## src/rtl/pe_status_pkg.sv

```systemverilog
package pe_status_pkg;

  typedef enum logic [2:0] {
    OP_NONE    = 3'd0,
    OP_PROGRAM = 3'd1,
    OP_ERASE   = 3'd2,
    OP_SUSPEND = 3'd3,
    OP_RESUME  = 3'd4,
    OP_CLRSTAT = 3'd5
  } pe_op_e;

  typedef enum logic [1:0] {
    ST_IDLE  = 2'd0,
    ST_BUSY  = 2'd1,
    ST_SUSP  = 2'd2,
    ST_ABORT = 2'd3
  } pe_state_e;

  localparam int unsigned SB_READY = 7;
  localparam int unsigned SB_SUSP  = 6;
  localparam int unsigned SB_EFAIL = 5;
  localparam int unsigned SB_PFAIL = 4;
  localparam int unsigned SB_PROT  = 3;

  typedef struct packed {
    logic start_prog;
    logic start_erase;
    logic suspend;
    logic resume;
    logic clear;
    logic prot_viol;
    logic reject;
  } pe_verdict_t;

endpackage

```

## src/rtl/pe_cmd_judge.sv

```systemverilog
module pe_cmd_judge
  import pe_status_pkg::*;
(
  input  pe_state_e   state_i,
  input  logic        cmd_valid_i,
  input  logic [2:0]  cmd_op_i,
  input  logic        wp_en_i,
  output pe_verdict_t verdict_o
);

  function automatic pe_verdict_t judge(pe_state_e st, logic [2:0] op, logic wp);
    pe_verdict_t v;
    v = '0;
    case (st)
      ST_IDLE: begin
        case (pe_op_e'(op))
          OP_PROGRAM: if (wp) v.start_prog  = 1'b1; else v.prot_viol = 1'b1;
          OP_ERASE:   if (wp) v.start_erase = 1'b1; else v.prot_viol = 1'b1;
          OP_CLRSTAT: v.clear  = 1'b1;
          default:    v.reject = 1'b1;
        endcase
      end
      ST_BUSY: begin
        if (pe_op_e'(op) == OP_SUSPEND) v.suspend = 1'b1;
        else                            v.reject  = 1'b1;
      end
      ST_SUSP: begin
        case (pe_op_e'(op))
          OP_RESUME:  v.resume = 1'b1;
          OP_CLRSTAT: v.clear  = 1'b1;
          default:    v.reject = 1'b1;
        endcase
      end
      default: v.reject = 1'b1;
    endcase
    return v;
  endfunction

  always_comb begin
    verdict_o = '0;
    if (cmd_valid_i) verdict_o = judge(state_i, cmd_op_i, wp_en_i);
  end

  // a command never has two outcomes at once
  always_comb begin
    if (cmd_valid_i)
      a_r9_one_outcome: assert ($onehot0(verdict_o));
  end

endmodule

```

## src/rtl/pe_op_counter.sv

```systemverilog
module pe_op_counter #(
  parameter int unsigned CNT_W = 4
) (
  input  logic             clk,
  input  logic             load_i,
  input  logic [CNT_W-1:0] load_val_i,
  input  logic             run_i,
  output logic [CNT_W-1:0] cnt_o,
  output logic             last_o
);

  logic [CNT_W-1:0] cnt_q;

  function automatic logic [CNT_W-1:0] next_cnt(logic [CNT_W-1:0] cur, logic ld,
                                                logic [CNT_W-1:0] val, logic run);
    if (ld)                          return val;
    if (run && cur != '0)            return cur - 1'b1;
    return cur;
  endfunction

  always_ff @(posedge clk) begin
    cnt_q <= next_cnt(cnt_q, load_i, load_val_i, run_i);
  end

  assign cnt_o  = cnt_q;
  assign last_o = (cnt_q == CNT_W'(1));

endmodule

```

## src/rtl/pe_status_ctrl.sv

```systemverilog
module pe_status_ctrl
  import pe_status_pkg::*;
#(
  parameter int unsigned PROG_CYCLES  = 4,
  parameter int unsigned ERASE_CYCLES = 10,
  parameter int unsigned ABORT_CYCLES = 2
) (
  input  logic       clk,
  input  logic       rst_n,
  input  logic       cmd_valid,
  input  logic [2:0] cmd_op,
  input  logic       wp_en,
  output logic       busy_o,
  output logic [7:0] status_o,
  output logic       cmd_reject_o
);

  localparam int unsigned MAX_A   = (PROG_CYCLES > ERASE_CYCLES) ? PROG_CYCLES : ERASE_CYCLES;
  localparam int unsigned MAX_CYC = (MAX_A > ABORT_CYCLES) ? MAX_A : ABORT_CYCLES;
  localparam int unsigned CNT_W   = $clog2(MAX_CYC + 1);

  pe_state_e        state_q;
  logic             op_erase_q;
  logic             prot_q, pfail_q, efail_q, reject_q;
  pe_verdict_t      verdict;
  logic             cmd_live;
  logic             wp_drop;
  logic             cnt_load, cnt_run, cnt_last;
  logic [CNT_W-1:0] cnt_val, cnt;

  assign cmd_live = cmd_valid && rst_n;
  assign wp_drop  = (state_q == ST_BUSY) && !wp_en;

  pe_cmd_judge u_judge (
    .state_i     (state_q),
    .cmd_valid_i (cmd_live),
    .cmd_op_i    (cmd_op),
    .wp_en_i     (wp_en),
    .verdict_o   (verdict)
  );

  assign cnt_load = rst_n ? (verdict.start_prog || verdict.start_erase)
                          : (state_q == ST_BUSY);
  assign cnt_val  = !rst_n              ? CNT_W'(ABORT_CYCLES) :
                    verdict.start_erase ? CNT_W'(ERASE_CYCLES) : CNT_W'(PROG_CYCLES);
  assign cnt_run  = (state_q == ST_ABORT) ||
                    (rst_n && state_q == ST_BUSY && !wp_drop && !verdict.suspend);

  pe_op_counter #(.CNT_W(CNT_W)) u_cnt (
    .clk        (clk),
    .load_i     (cnt_load),
    .load_val_i (cnt_val),
    .run_i      (cnt_run),
    .cnt_o      (cnt),
    .last_o     (cnt_last)
  );

  always_ff @(posedge clk) begin
    reject_q <= 1'b0;
    if (!rst_n) begin
      prot_q  <= 1'b0;
      pfail_q <= 1'b0;
      efail_q <= 1'b0;
      if (state_q == ST_BUSY)                    state_q <= ST_ABORT;
      else if (state_q == ST_ABORT && !cnt_last) state_q <= ST_ABORT;
      else                                       state_q <= ST_IDLE;
    end else begin
      if (verdict.reject)    reject_q <= 1'b1;
      if (verdict.prot_viol) prot_q   <= 1'b1;
      if (verdict.clear) begin
        prot_q  <= 1'b0;
        pfail_q <= 1'b0;
        efail_q <= 1'b0;
      end
      case (state_q)
        ST_IDLE: begin
          if (verdict.start_prog) begin
            state_q    <= ST_BUSY;
            op_erase_q <= 1'b0;
          end else if (verdict.start_erase) begin
            state_q    <= ST_BUSY;
            op_erase_q <= 1'b1;
          end
        end
        ST_BUSY: begin
          if (wp_drop) begin
            state_q <= ST_IDLE;
            if (op_erase_q) efail_q <= 1'b1;
            else            pfail_q <= 1'b1;
          end else if (verdict.suspend) begin
            state_q <= ST_SUSP;
          end else if (cnt_last) begin
            state_q <= ST_IDLE;
          end
        end
        ST_SUSP:  if (verdict.resume) state_q <= ST_BUSY;
        default:  if (cnt_last)       state_q <= ST_IDLE;
      endcase
    end
  end

  assign busy_o       = (state_q == ST_BUSY) || (state_q == ST_ABORT);
  assign cmd_reject_o = reject_q;

  always_comb begin
    status_o           = '0;
    status_o[SB_READY] = !busy_o;
    status_o[SB_SUSP]  = (state_q == ST_SUSP);
    status_o[SB_EFAIL] = efail_q;
    status_o[SB_PFAIL] = pfail_q;
    status_o[SB_PROT]  = prot_q;
  end

  // a running operation always has work left in the counter
  a_r1_count_live: assert property (@(posedge clk) disable iff (!rst_n)
    (state_q == ST_BUSY) |-> (cnt != '0));

  // non-suspend command while running is refused
  a_r2_busy_reject: assert property (@(posedge clk) disable iff (!rst_n)
    (state_q == ST_BUSY && cmd_valid && cmd_op != 3'(OP_SUSPEND)) |=> cmd_reject_o);

  // suspended work is frozen until resume
  a_r3_susp_frozen: assert property (@(posedge clk) disable iff (!rst_n)
    (state_q == ST_SUSP && !(cmd_valid && cmd_op == 3'(OP_RESUME))) |=> $stable(cnt));

  // protected start leaves the block idle and flags bit 3
  a_r4_protect: assert property (@(posedge clk) disable iff (!rst_n)
    (state_q == ST_IDLE && cmd_valid && !wp_en &&
     (cmd_op == 3'(OP_PROGRAM) || cmd_op == 3'(OP_ERASE))) |=> (!busy_o && status_o[SB_PROT]));

  // protect drop ends the run at once
  a_r5_drop_ends: assert property (@(posedge clk) disable iff (!rst_n)
    wp_drop |=> (!busy_o && (status_o[SB_PFAIL] || status_o[SB_EFAIL])));

  // reset from a quiet state never raises busy
  a_r8_quiet_reset: assert property (@(posedge clk)
    (!rst_n && state_q != ST_BUSY && state_q != ST_ABORT) |=> !busy_o);

endmodule

```

## config.mk

```make
export PLATFORM = sky130hd
export DESIGN_NAME = pe_status_ctrl
export DESIGN_NICKNAME = d
export VERILOG_FILES = /design/src/rtl/pe_status_pkg.sv /design/src/rtl/pe_cmd_judge.sv /design/src/rtl/pe_op_counter.sv /design/src/rtl/pe_status_ctrl.sv
export SDC_FILE = /design/constraint.sdc
export NUM_CORES = 1
export LEC_CHECK = 0
export ABC_CLOCK_PERIOD_IN_PS = 2990
export CAP_MARGIN = 0
export CORE_UTILIZATION = 52
export CTS_CLUSTER_SIZE = 30
export DETAILED_ROUTE_END_ITERATION = 7
export PLACE_DENSITY = 0.88
export SYNTH_ARGS = -nofsm -noshare
export SYNTH_HDL_FRONTEND = slang
export SYNTH_SLANG_ARGS = --single-unit
export TNS_END_PERCENT = 50
```

## constraint.sdc

```tcl
create_clock -name clk -period 2.99 [get_ports clk]
set_clock_uncertainty 0.05 [all_clocks]
set_input_delay 0.598 -clock clk [delete_from_list [all_inputs] [get_ports clk]]
set_output_delay 0.598 -clock clk [all_outputs]
set_load 0.005 [all_outputs]
```

==> results.py, run 1 <==
metrics = {
    "sta": {
        "fmax_mhz": 412,
        "finalMaxSlewViolations": 0,
        "finalCriticalPeriod_ns": 2.43,
        "fin_crit_sh_pct": 81.1,
        "worst_pin_slew_ns": 0.715,
        "fin_ws_ns": 0.565,
        "hold_slack_ns": 0.474,
        "finalSetupViolCount": 0,
        "hold_violations": 0,
        "rsz0062_at_grt": "false",
        "slew_headroom_pct": 51.7,
        "finalSetupTns_ns": 0,
    },
    "critical_path": {
        "cp_cell_sequence": "clkdlybuf4s50_1 > nand3_1 > nor4_2 > a2111o_1 > mux2_4",
        "slowest_stage": "clkdlybuf4s50_1",
        "cp_top_family": "buffers and inverters",
        "critPathMaxFanout": 12,
        "start_kind": "input port",
        "worstPathRequired_ns": 2.96,
        "critPathArrivalTime_ns": 2.40,
        "max_stage_delay_ns": 0.69,
        "path_class": "input port to flop",
        "cp-end-kind": "flop",
        "crit_buf_inv": 1,
    },
    "die": {
        "die_area_um2": 1620,
        "die_x_um": 40.2,
        "initial_utilization_pct": 56.9,
        "design.core.area_um2": 1330,
        "std_cell_rows": 13,
        "fp.dieH_um": 40.2,
        "pin_count": 17,
    },
    "synth": {
        "syn_area_um2": 759,
        "synth_top_family_by_area": "simple AND/OR/NAND/NOR gates",
        "synthFlopType": "edfxtp_1",
        "ys_seq_area_share_pct": 38.2,
        "synthTopCellsByArea": "edfxtp_1, dfxtp_1, buf_4, nor2b_1, ha_1",
        "synth_seq_cells": 11,
        "synthSimpleGateAreaFrac_pct": 24.5,
        "synthAdderAreaFrac_pct": 3.29,
        "synth-edff-count": 7,
        "netlist.area_leader.share_pct": 27.7,
        "yosys_warnings": 0,
        "synth.mux.area_fraction_pct": 4.61,
        "synth_top_cell_by_area": "edfxtp_1",
        "avgSynthCellArea_um2": 9.38,
        "syn_inst": 81,
        "async_flop_share_pct": 0,
        "ys_types": 38,
        "synth_compound_area_share_pct": 14.2,
        "synth-xor-area-share_pct": 2.31,
    },
    "placement": {
        "hpwlAfterDp_um": 1120,
        "dp.cells": 101,
        "io_buffers": 13,
        "postPlaceCellArea_um2": 852,
        "place_ws_ns": 0.305,
        "place_congestion": 0.852,
    },
    "layout": {
        "multi_input_area_um2": 383,
        "syn_to_final_growth_pct": 15.7,
        "n_antenna_cell": 0,
        "drive_above_1_share_pct": 7.78,
        "stdcell_count": 105,
        "fillers": 104,
        "fin_area_um2": 878,
        "final_nets": 100,
        "fin_util_pct": 65.9,
        "register_area_um2": 290,
    },
    "global_route": {
        "overflow": 0,
        "grt_usage_pct": 20.4,
        "antenna_found_initial": 0,
        "grt_max_degree": 13,
        "grt_pass1_wl_um": 2180,
        "first_global_vias": 513,
    },
    "clocking": {
        "post_cts_resized": 0,
        "path_clk_slew_ns": 0.07,
        "cts_tree": "built",
        "cts_hold_buf": 0,
        "clock_latency_ns": 0.27,
        "cts.path.max_buffers": 2,
        "root_buffer": "clkbuf_4",
        "post_cts_buffers": 0,
        "cts_sinks": 11,
        "numCtsBuffers": 3,
        "ctsHtreeMaxLevel": 1,
    },
    "route": {
        "viasPerCell": 5.87,
        "drc": 0,
        "wl_um": 1420,
        "first_pass_iters": 4,
        "drt_iter0_markers": 32,
        "vias": 616,
        "ant_nets": 0,
        "post_drt_wl_per_cell_um": 13.5,
    },
    "power_and_ir_drop": {
        "p_leak_nw": 0.351,
        "ir_drop_mv": 0.501,
        "power_density_nw_per_um2": 827,
        "power_mw": 0.727,
    },
    "outcome": {
        "status": "finished, final reports clean",
    },
    "run": {
        "drv_cap": 0,
    },
    "min_path": {
        "hold_path.class": "flop to flop",
    },
}
[worst paths after layout]
path	cells past startpoint	to	startpoint	slack [ns]
min	1	prot_q	prot_q	0.47
max	5	u_cnt.cnt_o[1]	rst_n	0.56
max reg2reg	4	u_cnt.cnt_o[1]	state_q[1]	1.06
min reg2reg	1	prot_q	prot_q	0.47
[flip-flops by register name, indices dropped and copies added, names as in the netlist]
name	cells
u_cnt.cnt_o	4
state_q	2
cmd_reject_o	1
efail_q	1
op_erase_q	1
pfail_q	1
prot_q	1
[placed cells by master (no fill, tap or decap), types with 3 or more instances in the layout]
master / n
clkdlybuf4s50_1: 13
nor2b_1: 7
edfxtp_1: 7
inv_1: 6
nor2_1: 5
a21oi_1: 4
dfxtp_1: 4
nand2_1: 3
conb_1: 3
clkbuf_4: 3
[metal layers]
layer / up-vias / share of wire [%] / track usage [%] / wire length, µm
met3: 4 / 5.2 / 5.00 / 74
met5: - / 0 / 0 / 0
met1: 288 / 47 / 26.8 / 663
met4: 0 / 1.3 / 5.00 / 18
li1: 295 / - / - / -
met2: 29 / 47 / 33.5 / 660
[report_power, final]
| group | leakage, nW | internal (mW) | switching [mW] |
|---|---|---|---|
| Sequential | 0.104 | 0.238 | 0.0703 |
| Clock | 0.0150 | 0.0517 | 0.0512 |
| Combinational | 0.232 | 0.166 | 0.149 |
[area by class of cell]
| type | count | share of cell area (%) |
|---|---|---|
| timing repair buffer | 14 | 15.7 |
| sequential | 11 | 33.0 |
| tap | 15 | 2.14 |
| clock buffer | 4 | 2.99 |
| inverter | 6 | 2.56 |
| multi-input combinational | 55 | 43.6 |
[logic make-up after synthesis]
kind of cell	after synthesis
XOR/XNOR	2
AO/OA/AOI/OAI	15
other	1
AND/OR/NAND/NOR	30
adder cells (fa/ha/maj)	2
flip-flops	11
buffers and inverters	17
multiplexers	3
[Yosys cell counts (2+ instances only)]
cell      instances
buf_4             7
edfxtp_1          7
nor2b_1           7
inv_1             6
nor2_1            5
a21oi_1           4
dfxtp_1           4
buf_2             3
nand2_1           3
ha_1              2
mux2i_1           2
nand3_1           2
nor3_1            2
nor3b_1           2
xnor2_1           2
No activity file was read; power rests on OpenSTA's default activity.
==> run 2: changes to the inputs <==
ABC_CLOCK_PERIOD_IN_PS = 2400   (was 2990)
CORE_UTILIZATION = 48   (was 52)
PLACE_DENSITY = 0.83   (was 0.88)
clock period = 2.4 ns   (was 2.99 ns; I/O delays follow)
==> results.py, run 2 (synthesis gave the netlist of run 1 again) <==
metrics = {
    "placement": {
        "dp.cells": 105,
        "io_buffers": 13,
        "place_congestion": 0.844,
        "place_ws_ns": 0.0516,
        "postPlaceCellArea_um2": 882,
        "hpwlAfterDp_um": 1200,
    },
    "clocking": {
        "path_clk_slew_ns": 0.08,
        "cts.path.max_buffers": 2,
        "ctsHtreeMaxLevel": 1,
        "cts_tree": "built",
        "post_cts_buffers": 0,
        "cts_sinks": 11,
        "post_cts_resized": 0,
        "clock_latency_ns": 0.26,
        "root_buffer": "clkbuf_4",
        "cts_hold_buf": 0,
        "numCtsBuffers": 3,
    },
    "critical_path": {
        "cp-end-kind": "output port",
        "critPathArrivalTime_ns": 1.60,
        "path_class": "flop to output port",
        "critPathMaxFanout": 10,
        "start_kind": "flop",
        "worstPathRequired_ns": 1.87,
    },
    "route": {
        "wl_um": 1530,
        "vias": 625,
        "drc": 0,
        "post_drt_wl_per_cell_um": 14.0,
        "ant_nets": 0,
        "drt_iter0_markers": 24,
        "viasPerCell": 5.73,
        "first_pass_iters": 4,
    },
    "sta": {
        "hold_slack_ns": 0.460,
        "slew_headroom_pct": 59.0,
        "worst_pin_slew_ns": 0.607,
        "finalSetupTns_ns": 0,
        "finalSetupViolCount": 0,
        "hold_violations": 0,
        "finalCriticalPeriod_ns": 2.13,
        "rsz0062_at_grt": "false",
        "fin_crit_sh_pct": 88.7,
        "fmax_mhz": 470,
        "fin_ws_ns": 0.271,
        "finalMaxSlewViolations": 0,
    },
    "global_route": {
        "antenna_found_initial": 0,
        "grt_usage_pct": 19.5,
        "grt_max_degree": 11,
        "overflow": 0,
        "grt_pass1_wl_um": 2570,
        "first_global_vias": 571,
    },
    "layout": {
        "drive_above_1_share_pct": 11.7,
        "stdcell_count": 109,
        "largest_register_ffs": 4,
        "fillers": 117,
        "fin_area_um2": 908,
        "fin_util_pct": 65.7,
        "final_nets": 104,
        "mostFrequentLayoutCell": "clkdlybuf4s50_1",
        "syn_to_final_growth_pct": 19.6,
        "n_antenna_cell": 0,
        "layout_common_cells": "clkdlybuf4s50_1, nor2b_1, edfxtp_1",
    },
    "die": {
        "design.core.area_um2": 1380,
        "die_area_um2": 1750,
        "pin_count": 17,
        "fp.dieH_um": 41.8,
        "die_x_um": 41.8,
        "std_cell_rows": 13,
        "initial_utilization_pct": 54.9,
    },
    "power_and_ir_drop": {
        "combPwrFrac_pct": 45.0,
        "p_leak_nw": 0.371,
        "p_clk_share_pct": 13.7,
        "p_switching_mw": 0.342,
        "ir_drop_mv": 0.587,
        "pwr-share-seq_pct": 41.3,
        "power_mw": 0.928,
        "power.internal_mw": 0.585,
        "switching_share_pct": 36.9,
        "power_density_nw_per_um2": 1020,
    },
    "outcome": {
        "status": "finished, final reports clean",
    },
    "run": {
        "drv_cap": 0,
    },
    "min_path": {
        "hold_path.class": "flop to flop",
    },
}
## run 2: power groups by stage
stage / Clock [mW] / Sequential [mW] / Combinational [mW]
after floorplan: 0 / 0.329 / 0.327
after global placement: 0 / 0.382 / 0.401
after detailed placement: 0 / 0.387 / 0.414
after CTS: 0.130 / 0.383 / 0.418
after global routing: 0.141 / 0.395 / 0.462
final: 0.127 / 0.383 / 0.418
## run 2: path summary, 6_finish.rpt
check	from	to	slack (ns)	cells after the start
setup / recovery	state_q[0]	status_o[6]	0.27	2
hold / removal	prot_q	prot_q	0.46	1
setup reg to reg	state_q[1]	u_cnt.cnt_o[1]	0.50	4
hold reg to reg	prot_q	prot_q	0.46	1
## run 2: routing by layer
layer / vias to the layer above / part of all wire, % / track usage, %
met5: - / 0 / 0
met4: 0 / 0.92 / 7.74
met3: 2 / 4.6 / 1.30
met2: 25 / 48 / 32.2
met1: 293 / 46 / 26.5
li1: 305 / - / -
## run 2: area by class of cell
type	count	area, µm²	share of cell area (%)
flip-flops and latches	11	290	32.0
inverters	6	22.5	2.48
clock buffers	4	26.3	2.89
multi-input cells	55	383	42.1
repair buffers	18	168	18.5
well taps	15	18.8	2.07
## run 2: critical path: stages, from the launching register on
cell             delay (ns)
edfxtp_1               0.56
nor2b_1                0.24
clkdlybuf4s50_1        0.53
